<file path="src/rtl/wdog_pkg.sv">
package wdog_pkg;
    typedef enum logic [2:0] {
        ST_HOLD,
        ST_HANDSHAKE,
        ST_SHORT_CLOSED,
        ST_SHORT_OPEN,
        ST_LONG_CLOSED,
        ST_LONG_OPEN,
        ST_PULSE
    } wd_state_e;

    function automatic int unsigned max2(input int unsigned a, input int unsigned b);
        return (a > b) ? a : b;
    endfunction
endpackage

</file>
<file path="src/rtl/wdog_debounce.sv">
module wdog_debounce #(
    parameter int unsigned SAMPLES = 3,
    parameter logic        INIT    = 1'b0
) (
    input  logic clk,
    input  logic rst_n,
    input  logic din,
    output logic dout
);
    localparam int unsigned CW = (SAMPLES < 2) ? 1 : $clog2(SAMPLES + 1);

    logic [CW-1:0] run_q;

    always_ff @(posedge clk or negedge rst_n) begin
        if (!rst_n) begin
            dout  <= INIT;
            run_q <= '0;
        end else if (din == dout) begin
            run_q <= '0;
        end else if (run_q == CW'(SAMPLES - 1)) begin
            dout  <= din;
            run_q <= '0;
        end else begin
            run_q <= run_q + 1'b1;
        end
    end

    AST_DB_HOLDS_LEVEL: assert property (@(posedge clk) disable iff (!rst_n)
        (din != dout && run_q != CW'(SAMPLES - 1)) |=> $stable(dout));
endmodule

</file>
<file path="src/rtl/wdog_timer.sv">
module wdog_timer #(
    parameter int unsigned TW = 17
) (
    input  logic          clk,
    input  logic          rst_n,
    input  logic          restart,
    input  logic [TW-1:0] limit,
    output logic          expire
);
    logic [TW-1:0] cnt_q;

    assign expire = (cnt_q == limit - TW'(1));

    always_ff @(posedge clk or negedge rst_n) begin
        if (!rst_n) begin
            cnt_q <= '0;
        end else if (restart) begin
            cnt_q <= '0;
        end else if (!expire) begin
            cnt_q <= cnt_q + 1'b1;
        end
    end
endmodule

</file>
<file path="src/rtl/wdog_ena_qual.sv">
module wdog_ena_qual #(
    parameter int unsigned NEED = 3
) (
    input  logic clk,
    input  logic rst_n,
    input  logic clear,
    input  logic good_trig,
    output logic qualified
);
    localparam int unsigned CW = $clog2(NEED + 1);

    logic [CW-1:0] seen_q;

    assign qualified = (seen_q == CW'(NEED));

    always_ff @(posedge clk or negedge rst_n) begin
        if (!rst_n) begin
            seen_q <= '0;
        end else if (clear) begin
            seen_q <= '0;
        end else if (good_trig && !qualified) begin
            seen_q <= seen_q + 1'b1;
        end
    end

    AST_QUAL_AFTER_TRIG: assert property (@(posedge clk) disable iff (!rst_n)
        $rose(qualified) |-> $past(good_trig));
    AST_QUAL_CLEARED: assert property (@(posedge clk) disable iff (!rst_n)
        clear |=> !qualified);
endmodule

</file>
<file path="src/rtl/wdog_supervisor.sv">
module wdog_supervisor
    import wdog_pkg::*;
#(
    parameter int unsigned T_POR     = 201,
    parameter int unsigned T_MODESW  = 1112,
    parameter int unsigned T_SDIS    = 130,
    parameter int unsigned T_SEN     = 124,
    parameter int unsigned T_LDIS    = 71970,
    parameter int unsigned T_LEN     = 30002,
    parameter int unsigned T_RSTOUT  = 40,
    parameter int unsigned T_TRGMAX  = 45,
    parameter int unsigned DB_SHORT  = 3,
    parameter int unsigned DB_WAKE   = 96,
    parameter int unsigned ENA_TRIGS = 3
) (
    input  logic clk,
    input  logic rst_n,
    input  logic por_req,
    input  logic trig_in,
    input  logic mode_in,
    input  logic wake_in,
    output logic rst_out_n,
    output logic ena_out
);
    localparam int unsigned T_MAX = max2(max2(max2(T_POR, T_MODESW), max2(T_SDIS, T_SEN)),
                                         max2(max2(T_LDIS, T_LEN), T_RSTOUT));
    localparam int unsigned TW = $clog2(T_MAX + 1);
    localparam int unsigned LW = $clog2(T_TRGMAX + 1);

    wd_state_e     state_q, state_d;
    logic          trg_db, mode_db, wake_db;
    logic          trg_q, wake_q;
    logic          trg_rise, wake_edge, trg_err;
    logic [LW-1:0] low_q;
    logic [TW-1:0] limit;
    logic          tmr_restart, tmr_expire;
    logic          qual_clear, qual_ok, qualified;

    wdog_debounce #(.SAMPLES(DB_SHORT), .INIT(1'b1)) u_db_trig (
        .clk(clk), .rst_n(rst_n), .din(trig_in), .dout(trg_db));
    wdog_debounce #(.SAMPLES(DB_SHORT), .INIT(1'b1)) u_db_mode (
        .clk(clk), .rst_n(rst_n), .din(mode_in), .dout(mode_db));
    wdog_debounce #(.SAMPLES(DB_WAKE), .INIT(1'b0)) u_db_wake (
        .clk(clk), .rst_n(rst_n), .din(wake_in), .dout(wake_db));

    always_ff @(posedge clk or negedge rst_n) begin
        if (!rst_n) begin
            trg_q  <= 1'b1;
            wake_q <= 1'b0;
        end else begin
            trg_q  <= trg_db;
            wake_q <= wake_db;
        end
    end

    assign trg_rise  = trg_db && !trg_q;
    assign wake_edge = wake_db ^ wake_q;

    // Length of the current trigger low inside the short open window
    always_ff @(posedge clk or negedge rst_n) begin
        if (!rst_n) begin
            low_q <= '0;
        end else if (state_q != ST_SHORT_OPEN || trg_db) begin
            low_q <= '0;
        end else if (low_q != LW'(T_TRGMAX)) begin
            low_q <= low_q + 1'b1;
        end
    end

    assign trg_err = (state_q == ST_SHORT_OPEN) && !trg_db && (low_q == LW'(T_TRGMAX));

    always_comb begin
        unique case (state_q)
            ST_HOLD:         limit = TW'(T_POR);
            ST_HANDSHAKE:    limit = TW'(T_MODESW);
            ST_SHORT_CLOSED: limit = TW'(T_SDIS);
            ST_SHORT_OPEN:   limit = TW'(T_SEN);
            ST_LONG_CLOSED:  limit = TW'(T_LDIS);
            ST_LONG_OPEN:    limit = TW'(T_LEN);
            ST_PULSE:        limit = TW'(T_RSTOUT);
            default:         limit = TW'(T_POR);
        endcase
    end

    wdog_timer #(.TW(TW)) u_timer (
        .clk(clk), .rst_n(rst_n), .restart(tmr_restart),
        .limit(limit), .expire(tmr_expire));

    always_comb begin
        state_d = state_q;
        if (por_req) begin
            state_d = ST_HOLD;
        end else begin
            unique case (state_q)
                ST_HOLD:
                    if (tmr_expire) state_d = ST_HANDSHAKE;
                ST_HANDSHAKE:
                    if (!mode_db)        state_d = ST_SHORT_CLOSED;
                    else if (tmr_expire) state_d = ST_PULSE;
                ST_SHORT_CLOSED:
                    if (!trg_db)         state_d = ST_PULSE;
                    else if (mode_db)    state_d = ST_LONG_CLOSED;
                    else if (tmr_expire) state_d = ST_SHORT_OPEN;
                ST_SHORT_OPEN:
                    if (trg_rise)                    state_d = ST_SHORT_CLOSED;
                    else if (trg_err || tmr_expire)  state_d = ST_PULSE;
                    else if (mode_db)                state_d = ST_LONG_CLOSED;
                ST_LONG_CLOSED:
                    if (wake_edge || !trg_db) state_d = ST_PULSE;
                    else if (!mode_db)        state_d = ST_SHORT_CLOSED;
                    else if (tmr_expire)      state_d = ST_LONG_OPEN;
                ST_LONG_OPEN:
                    if (wake_edge || tmr_expire) state_d = ST_PULSE;
                    else if (trg_rise)           state_d = ST_LONG_CLOSED;
                    else if (!mode_db)           state_d = ST_SHORT_CLOSED;
                ST_PULSE:
                    if (tmr_expire) state_d = ST_HANDSHAKE;
                default:
                    state_d = ST_HOLD;
            endcase
        end
    end

    assign tmr_restart = (state_d != state_q) || por_req;

    always_ff @(posedge clk or negedge rst_n) begin
        if (!rst_n) state_q <= ST_HOLD;
        else        state_q <= state_d;
    end

    assign qual_clear = (state_q == ST_HOLD) || (state_q == ST_PULSE);
    assign qual_ok    = (state_q == ST_SHORT_OPEN) && trg_rise && !por_req;

    wdog_ena_qual #(.NEED(ENA_TRIGS)) u_ena (
        .clk(clk), .rst_n(rst_n), .clear(qual_clear),
        .good_trig(qual_ok), .qualified(qualified));

    always_comb begin
        rst_out_n = !((state_q == ST_HOLD) || (state_q == ST_PULSE));
        ena_out   = qualified && ((state_q == ST_SHORT_CLOSED) || (state_q == ST_SHORT_OPEN));
    end

    AST_POR_FORCES_HOLD: assert property (@(posedge clk) disable iff (!rst_n)
        por_req |=> (state_q == ST_HOLD));
    AST_EARLY_TRIG_PULSE: assert property (@(posedge clk) disable iff (!rst_n)
        (state_q == ST_SHORT_CLOSED && !trg_db && !por_req) |=> (state_q == ST_PULSE));
    AST_WAKE_IN_LONG: assert property (@(posedge clk) disable iff (!rst_n)
        ((state_q == ST_LONG_CLOSED || state_q == ST_LONG_OPEN) && wake_edge && !por_req)
        |=> (state_q == ST_PULSE));
    AST_PULSE_RETURNS: assert property (@(posedge clk) disable iff (!rst_n)
        (state_q == ST_PULSE && tmr_expire && !por_req) |=> (state_q == ST_HANDSHAKE));
    AST_LONG_LOW_ERR: assert property (@(posedge clk) disable iff (!rst_n)
        (state_q == ST_SHORT_OPEN && !trg_db && low_q == LW'(T_TRGMAX) && !por_req)
        |=> (state_q == ST_PULSE));
endmodule

</file>
<file path="config.mk">
export PLATFORM = sky130hd
export DESIGN_NAME = wdog_supervisor
export DESIGN_NICKNAME = d
export VERILOG_FILES = /design/src/rtl/wdog_pkg.sv /design/src/rtl/wdog_debounce.sv /design/src/rtl/wdog_timer.sv /design/src/rtl/wdog_ena_qual.sv /design/src/rtl/wdog_supervisor.sv
export SDC_FILE = /design/constraint.sdc
export NUM_CORES = 1
export LEC_CHECK = 0
export ABC_AREA = 0
export BUFFER_PORTS_ARGS = -buffer_cell sky130_fd_sc_hd__buf_4
export CAP_MARGIN = 20
export CORE_UTILIZATION = 53
export CTS_CLUSTER_SIZE = 30
export DETAILED_ROUTE_END_ITERATION = 16
export PLACE_DENSITY = 0.79
export SKIP_LAST_GASP = 1
export SLEW_MARGIN = 20
export SYNTH_ARGS = -nofsm -noshare
export SYNTH_HDL_FRONTEND = slang
export SYNTH_SLANG_ARGS = --single-unit
</file>
<file path="constraint.sdc">
create_clock -name clk -period 3.7 [get_ports clk]
set_clock_uncertainty 0.05 [all_clocks]
set_input_delay 0.185 -clock clk [delete_from_list [all_inputs] [get_ports clk]]
set_output_delay 0.185 -clock clk [all_outputs]
set_load 0.02 [all_outputs]
</file>
==> flow_metrics.tcl, run 1 <==
set metrics [dict create \
    status "finished clean" \
    drive_gt1_frac 0.143 \
    postSynthCellCount 304 \
    finalSetupViolations 0 \
    root_buffer "clkbuf_8" \
    fp.dieH_um 75.5 \
    max_stage_delay_ns 0.71 \
    synthMuxAreaShare 0.0153 \
    yosys.area_share.simple 0.283 \
    cp_cell_sequence "nor2b_4 -> xnor2_1 -> o32ai_1 -> o221ai_1 -> o31a_1 -> a31oi_1 -> o221ai_2 -> buf_4 -> nor3b_1" \
    diodes 0 \
    wl_per_cell_um 14.9 \
    clockBufferDepth 2 \
    seq_area_um2 1100 \
    multi_input_area_um2 1610 \
    crit_path_max_fanout 20 \
    ys_ff_latch 44 \
    hold_viol 0 \
    rows 26 \
    clk_pin_slew_ns 0.08 \
    grt_max_degree 45 \
    die_area_um2 5690 \
    final_cells 378 \
    cts_made_buffers 5 \
    tns_ns 0 \
    min_from "trig_in" \
    drtPass1Iterations 4 \
    critPathBufInv 1 \
    slowest_stage "dfrtp_1" \
    setup.worst_path.class "reg2reg" \
    post-route-min-period_ns 3.08 \
    drt-met1-wl_um 2660 \
    critPathLaunchType "flop" \
    yosys.area_share.adder 0.0219 \
    worstSetupEndpointType "flop" \
    synth_top_family_by_area "simple AND/OR/NAND/NOR gates" \
    cts.sinks 44 \
    die_w_um 75.5 \
    dr_wl_met3_um 185 \
    yosys.area.top_type "dfrtp_1" \
    ys.flop_type "dfrtp_1" \
    power_density_nw_per_um2 371 \
    r2r-start "state_q[2]" \
    drt-initial-drc-count 281 \
    synth_cell_types 57 \
    path_delay_family "compound AO/OA/AOI/OAI gates" \
    nets 318 \
    placed_cells 369 \
    hold_path_class "in2reg" \
    io_pins 8 \
    finalWirelength_um 5620 \
    nFillCells 456 \
    drtAntennaViolNets 0 \
    yosysSeqAreaShare 0.386 \
    fmax_mhz 324 \
    synth_area_leaders "dfrtp_1 (36%), xor2_1 (5.2%), xnor2_1 (4.3%)" \
    io_buffer_count 7 \
    synth_top_area_frac 0.359 \
    grt_pass1_wl_um 9340 \
    syn_nets 315 \
    leakagePower_nw 1.25 \
    via_count 2253 \
    postSynth.asyncResetShare 1.00 \
    post_cts_resized 0 \
    post-dp-hpwl_um 3880 \
    finalCritPeriodShare 0.833 \
    synth_edf_count 0 \
    core_area_um2 5140 \
    ys_warn_count 0 \
    grt_remaining_overflow 0 \
    syn_area_um2 2860 \
    hold_ws_ns 0.0842 \
    highest_layer "met4" \
    globalplace.congestion 0.873 \
    cp-startpoint "state_q[2]" \
    grt_pass1_vias 2064 \
    antenna_found_initial 0 \
    syn2layout_area_growth_pct 7.00 \
    htree_levels 2 \
    initial_core_util 0.556 \
    syn_area_per_cell_um2 9.41 \
    p_total_mw 1.14 \
    wl_met2_um 2670 \
    clk_latency_ns 0.30 \
    vias_per_cell 5.96 \
    synth_compound_area_frac 0.149 \
    drc 0 \
    arrival_ns 3.25 \
    max-slew-margin-rel 0.620 \
    tightest_slew_ns 0.569 \
    peakVddDrop_v 0.000263 \
    rsz0062_at_grt "false" \
    synthXorXnorAreaFrac 0.0949 \
    maxSlewViolCount 0 \
    required_ns 3.87 \
    cap_violations 0 \
    track_usage 0.218 \
    cts_tree "yes" \
]
## cells by family after synthesis
group           count (synthesis)
compound gates                 61
xor+xnor                       31
fa+ha+maj                       5
buf+inv                        25
flops                          44
mux                             4
simple gates                  134
## layout make-up
type / count / area share
Sequential cell: 44 / 0.361
Inverter: 7 / 0.00859
Tap cell: 70 / 0.0286
Clock buffer: 6 / 0.0270
Multi-Input combinational cell: 235 / 0.527
Clock inverter: 2 / 0.0127
Timing Repair Buffer: 14 / 0.0352
## worst reg2reg max path, delay by kind of cell, from the launching register on
family,cells,cell delay (ns)
xor+xnor,1,0.09
compound gates,5,1.32
simple gates,2,0.59
buf+inv,1,0.22
flops,1,0.71
## Yosys cell counts (all sizes together) (7+ instances only)
| cell | instances |
|---|---|
| a21oi | 11 |
| a31oi | 10 |
| and3 | 7 |
| buf | 11 |
| clkbuf | 7 |
| dfrtp | 41 |
| inv | 7 |
| nand2 | 18 |
| nand3 | 17 |
| nor2 | 18 |
| nor2b | 11 |
| nor3 | 23 |
| nor3b | 7 |
| o21ai | 15 |
| xnor2 | 14 |
| xor2 | 17 |
## flip-flops by register name (all words and copies together) (netlist names)
name / cells
low_q: 6
state_q: 3
trg_q: 1
u_db_mode.dout: 1
u_db_mode.run_q: 2
u_db_trig.dout: 1
u_db_trig.run_q: 2
u_db_wake.dout: 1
u_db_wake.run_q: 7
u_ena.seen_q: 2
u_timer.cnt_q: 17
wake_q: 1
## per-layer routing
layer	track usage	up-vias
li1	-	1106
met1	0.291	1091
met2	0.349	46
met3	0.0410	10
met4	0.0885	0
met5	0	-
## layout by cell type, fill, tap and decap left out, types with 5 or more instances in the layout
master | synthesis | final
a21oi_1 | 11 | 11
a31oi_1 | 9 | 9
and3_1 | 7 | 7
buf_4 | 4 | 13
clkbuf_8 | 0 | 6
dfrtp_1 | 41 | 41
ha_1 | 5 | 5
inv_1 | 7 | 7
nand2_1 | 18 | 18
nand2b_1 | 6 | 6
nand3_1 | 17 | 17
nand4_1 | 5 | 5
nor2_1 | 18 | 18
nor2b_1 | 10 | 10
nor3_1 | 13 | 13
nor3_2 | 10 | 10
nor3b_1 | 7 | 7
o21ai_0 | 14 | 14
xnor2_1 | 14 | 14
xor2_1 | 17 | 17
## worst paths after layout
path	slack, ns	cells past startpoint	endpoint
max	0.62	9	u_timer.cnt_q[15]
min	0.08	2	u_db_trig.dout
max reg2reg	0.62	9	u_timer.cnt_q[15]
min reg2reg	0.39	0	trg_q
max in group asynchronous	2.86	2	u_db_trig.dout
min in group asynchronous	0.36	2	u_db_wake.run_q[2]
## through the flow
step | util | worst slack [ns] | area [µm²]
global route | 0.595 | 0.411 | 3060
finish | 0.595 | 0.616 | 3060
floorplan | - | 1.15 | 2860
global placement | 0.570 | 0.832 | 2930
detailed placement | 0.570 | 0.737 | 2930
CTS | 0.595 | 0.707 | 3060
## where the power goes
part           switching [mW]  total, mW  internal (mW)  leakage [nW]
logic                  0.0836      0.157         0.0734         0.594
clock network           0.173      0.394          0.221        0.0614
registers              0.0508      0.585          0.534         0.596
## repair_timing
action / CTS / global route
hold endpoints to repair: 41 / 0
hold buffers: 1 / 0
setup buffers: 0 / 0
(Power assumes the default switching activity.)
==> run 2: changes to the inputs <==
--- a/config.mk
+++ b/config.mk
@@ -5,13 +5,13 @@
 export SDC_FILE = /design/constraint.sdc
 export NUM_CORES = 1
 export LEC_CHECK = 0
-export ABC_AREA = 0
+export ABC_AREA = 1
 export BUFFER_PORTS_ARGS = -buffer_cell sky130_fd_sc_hd__buf_4
 export CAP_MARGIN = 20
 export CORE_UTILIZATION = 53
 export CTS_CLUSTER_SIZE = 30
 export DETAILED_ROUTE_END_ITERATION = 16
-export PLACE_DENSITY = 0.79
+export PLACE_DENSITY = 0.8
 export SKIP_LAST_GASP = 1
 export SLEW_MARGIN = 20
 export SYNTH_ARGS = -nofsm -noshare
==> constraint.sdc (replaced) <==
create_clock -name clk -period 2.9 [get_ports clk]
set_clock_uncertainty 0.05 [all_clocks]
set_input_delay 0.145 -clock clk [delete_from_list [all_inputs] [get_ports clk]]
set_output_delay 0.145 -clock clk [all_outputs]
set_load 0.02 [all_outputs]
==> run 2 against run 1 <==
  * Sequential power up 24%
  * Die area shrank 2.0%
  * Via count up 1.1%
  * Cell count grew 19%
  * Critical endpoint is now u_timer.cnt_q[2]
  * Largest cell class unchanged
  * Largest power group unchanged
  * Highest routed layer unchanged
==> flow_metrics.tcl, run 2 <==
set metrics [dict create \
    peakVddDrop_v 0.000342 \
    p_sw_frac 0.291 \
    critPathLaunchType "flop" \
    tns_ns 0 \
    power_density_nw_per_um2 472 \
    largest_register_ffs 17 \
    setup.worst_path.class "reg2reg" \
    maxSlewViolCount 0 \
    io_pins 8 \
    track_usage 0.217 \
    io_buffer_count 7 \
    combPwrFrac 0.155 \
    r2r_slack_ns 0.34 \
    synth_most_common_cell "nand2_1" \
    nets 390 \
    initial_core_util 0.549 \
    postSynthCellCount 370 \
    drive_gt1_frac 0.142 \
    drt-initial-drc-count 189 \
    hold_ws_ns 0.0337 \
    wl_per_cell_um 12.0 \
    drtPass1Iterations 5 \
    syn_area_per_cell_um2 7.57 \
    worstSetupEndpointType "flop" \
    rows 26 \
    p_seq_frac 0.507 \
    ys_warn_count 0 \
    leakagePower_nw 1.48 \
    mostFrequentLayoutCell "nand2_1" \
    status "finished clean" \
    arrival_ns 2.73 \
    ys_ff_latch 44 \
    netlist_top_cells_count "nand2_1 (100), inv_1 (53), dfrtp_1 (41)" \
    min_from "trig_in" \
    max-slew-margin-rel 0.633 \
    yosys.area.top_type "dfrtp_1" \
    holdPathStages 3 \
    p_total_mw 1.43 \
    switching_power_uw 418 \
    clockBufferDepth 2 \
    ff2ff_path_depth 17 \
    synth_area_leaders "dfrtp_1 (37%), nand2_1 (13%), inv_1 (7.1%)" \
    grt_remaining_overflow 0 \
    finalWirelength_um 5380 \
    grt_max_degree 45 \
    clk_pin_slew_ns 0.09 \
    drtAntennaViolNets 0 \
    nFillCells 448 \
    root_buffer "clkbuf_8" \
    die_w_um 74.7 \
    required_ns 3.07 \
    cts_tree "yes" \
    final_cells 450 \
    synth_edf_count 0 \
    fmax_mhz 391 \
    largest-register "u_timer.cnt_q" \
    syn2layout_area_growth_pct 8.44 \
    diodes 0 \
    cts_made_buffers 5 \
    post-dp-hpwl_um 3940 \
    synth_cell_types 35 \
    hold_viol 0 \
    core_area_um2 5110 \
    rsz0062_at_grt "false" \
    intPower_mw 1.02 \
    vias_per_cell 5.06 \
    die_area_um2 5580 \
    synth_top_area_frac 0.366 \
    reg_top3 "u_timer.cnt_q x17, u_db_wake.run_q x7, low_q x6" \
    htree_levels 2 \
    globalplace.congestion 0.929 \
    final_cell_mix "nand2_1 (100), inv_1 (53), dfrtp_1 (39), nor2_1 (30), nand3_1 (30)" \
    syn_nets 381 \
    ys.flop_type "dfrtp_1" \
    grt_pass1_wl_um 9110 \
    postSynth.asyncResetShare 1.00 \
    crit_path_max_fanout 17 \
    tightest_slew_ns 0.551 \
    cap_violations 0 \
    antenna_found_initial 0 \
    placed_cells 440 \
    post-route-min-period_ns 2.56 \
    finalCritPeriodShare 0.882 \
    syn_area_um2 2800 \
    r2r_end "u_timer.cnt_q[2]" \
    cts.sinks 44 \
    p_clk_frac 0.338 \
    hold_path_class "in2reg" \
    drc 0 \
    fp.dieH_um 74.7 \
    via_count 2277 \
    r2r-start "state_q[2]" \
    yosysSeqAreaShare 0.394 \
    grt_pass1_vias 2101 \
    min_to "u_db_trig.dout" \
    finalSetupViolations 0 \
    clk_latency_ns 0.30 \
]
-- run 2: cell types whose count changed after synthesis, sizes merged, moves of 7 or more --
| cell | delta |
|---|---|
| a31oi | -9 |
| nand2 | +83 |
| nand3 | +18 |
| xnor2 | -7 |
| nor2 | +18 |
| inv | +49 |
| nor2b | -11 |
-- run 2: power by group through the flow --
stage	Combinational, mW	Clock, mW	Sequential (mW)
after CTS	0.224	0.495	0.728
after detailed placement	0.221	0	0.739
final	0.222	0.484	0.728
after global placement	0.212	0	0.736
after floorplan	0.184	0	0.718
after global routing	0.259	0.519	0.736
-- run 2: worst max-delay path by stage --
stage	start	end	slack [ns]	cells past startpoint
6_report	state_q[2]	u_timer.cnt_q[2]	0.34	17
5_1_grt	state_q[0]	u_timer.cnt_q[5]	0.09	16
4_1_cts	state_q[0]	u_timer.cnt_q[16]	0.15	15
3_5_place_dp	state_q[0]	u_timer.cnt_q[16]	0.18	15
3_3_place_gp	state_q[0]	u_timer.cnt_q[3]	0.26	15
2_1_floorplan	state_q[2]	u_timer.cnt_q[14]	0.68	21
-- run 2: logic make-up after synthesis --
family	Yosys count	synth area share
simple gates	211	0.369
buf+inv	66	0.102
fa+ha+maj	5	0.0223
flops	44	0.394
mux	1	0.00402
compound gates	24	0.0491
xor+xnor	19	0.0594
-- run 2: final cells by class --
type,instances,area (µm²),area share
Inverter,58,220,0.0725
Clock buffer,5,68.8,0.0227
Clock inverter,3,47.5,0.0157
Timing Repair Buffer,10,90.1,0.0297
Multi-Input combinational cell,260,1420,0.466
Sequential cell,44,1110,0.364
Tap cell,70,87.6,0.0288
-- run 2: per-stage QoR --
step,area [µm²],worst slack (ns),util
final,3040,0.343,0.595
after global routing,3040,0.0947,0.595
after CTS,3010,0.152,0.589
after detailed placement,2880,0.176,0.564
after global placement,2880,0.261,0.564
after floorplan,2800,0.679,-
-- run 2: repair_timing --
action / in CTS / in global routing
gates resized for setup: 0 / 4
buffers inserted: 0 / 1
endpoints found under the setup margin: 0 / 17
endpoints found under the hold margin: 41 / 0
hold buffers: 1 / 0
-- run 2: critical path, stage by stage, from the launching register on --
cell and delay [ns]:
dfrtp_1 0.58, inv_4 0.15, nand3_2 0.17, nand3_1 0.11
nand2_1 0.08, nand3_1 0.08, nor2_2 0.16, nand3_4 0.15
nand2_1 0.10, nand2_1 0.05, nand2_1 0.05, nand2_1 0.05
nand3_1 0.10, nand2_1 0.07, nand2_1 0.12, nand3_4 0.09
buf_12 0.16, nor3_1 0.14
-- run 2: per-layer routing --
layer  wire length [µm]  global-route usage
met3                192              0.0469
met4                 99              0.0755
met5                  0                   0
met1               2520               0.275
met2               2570               0.366
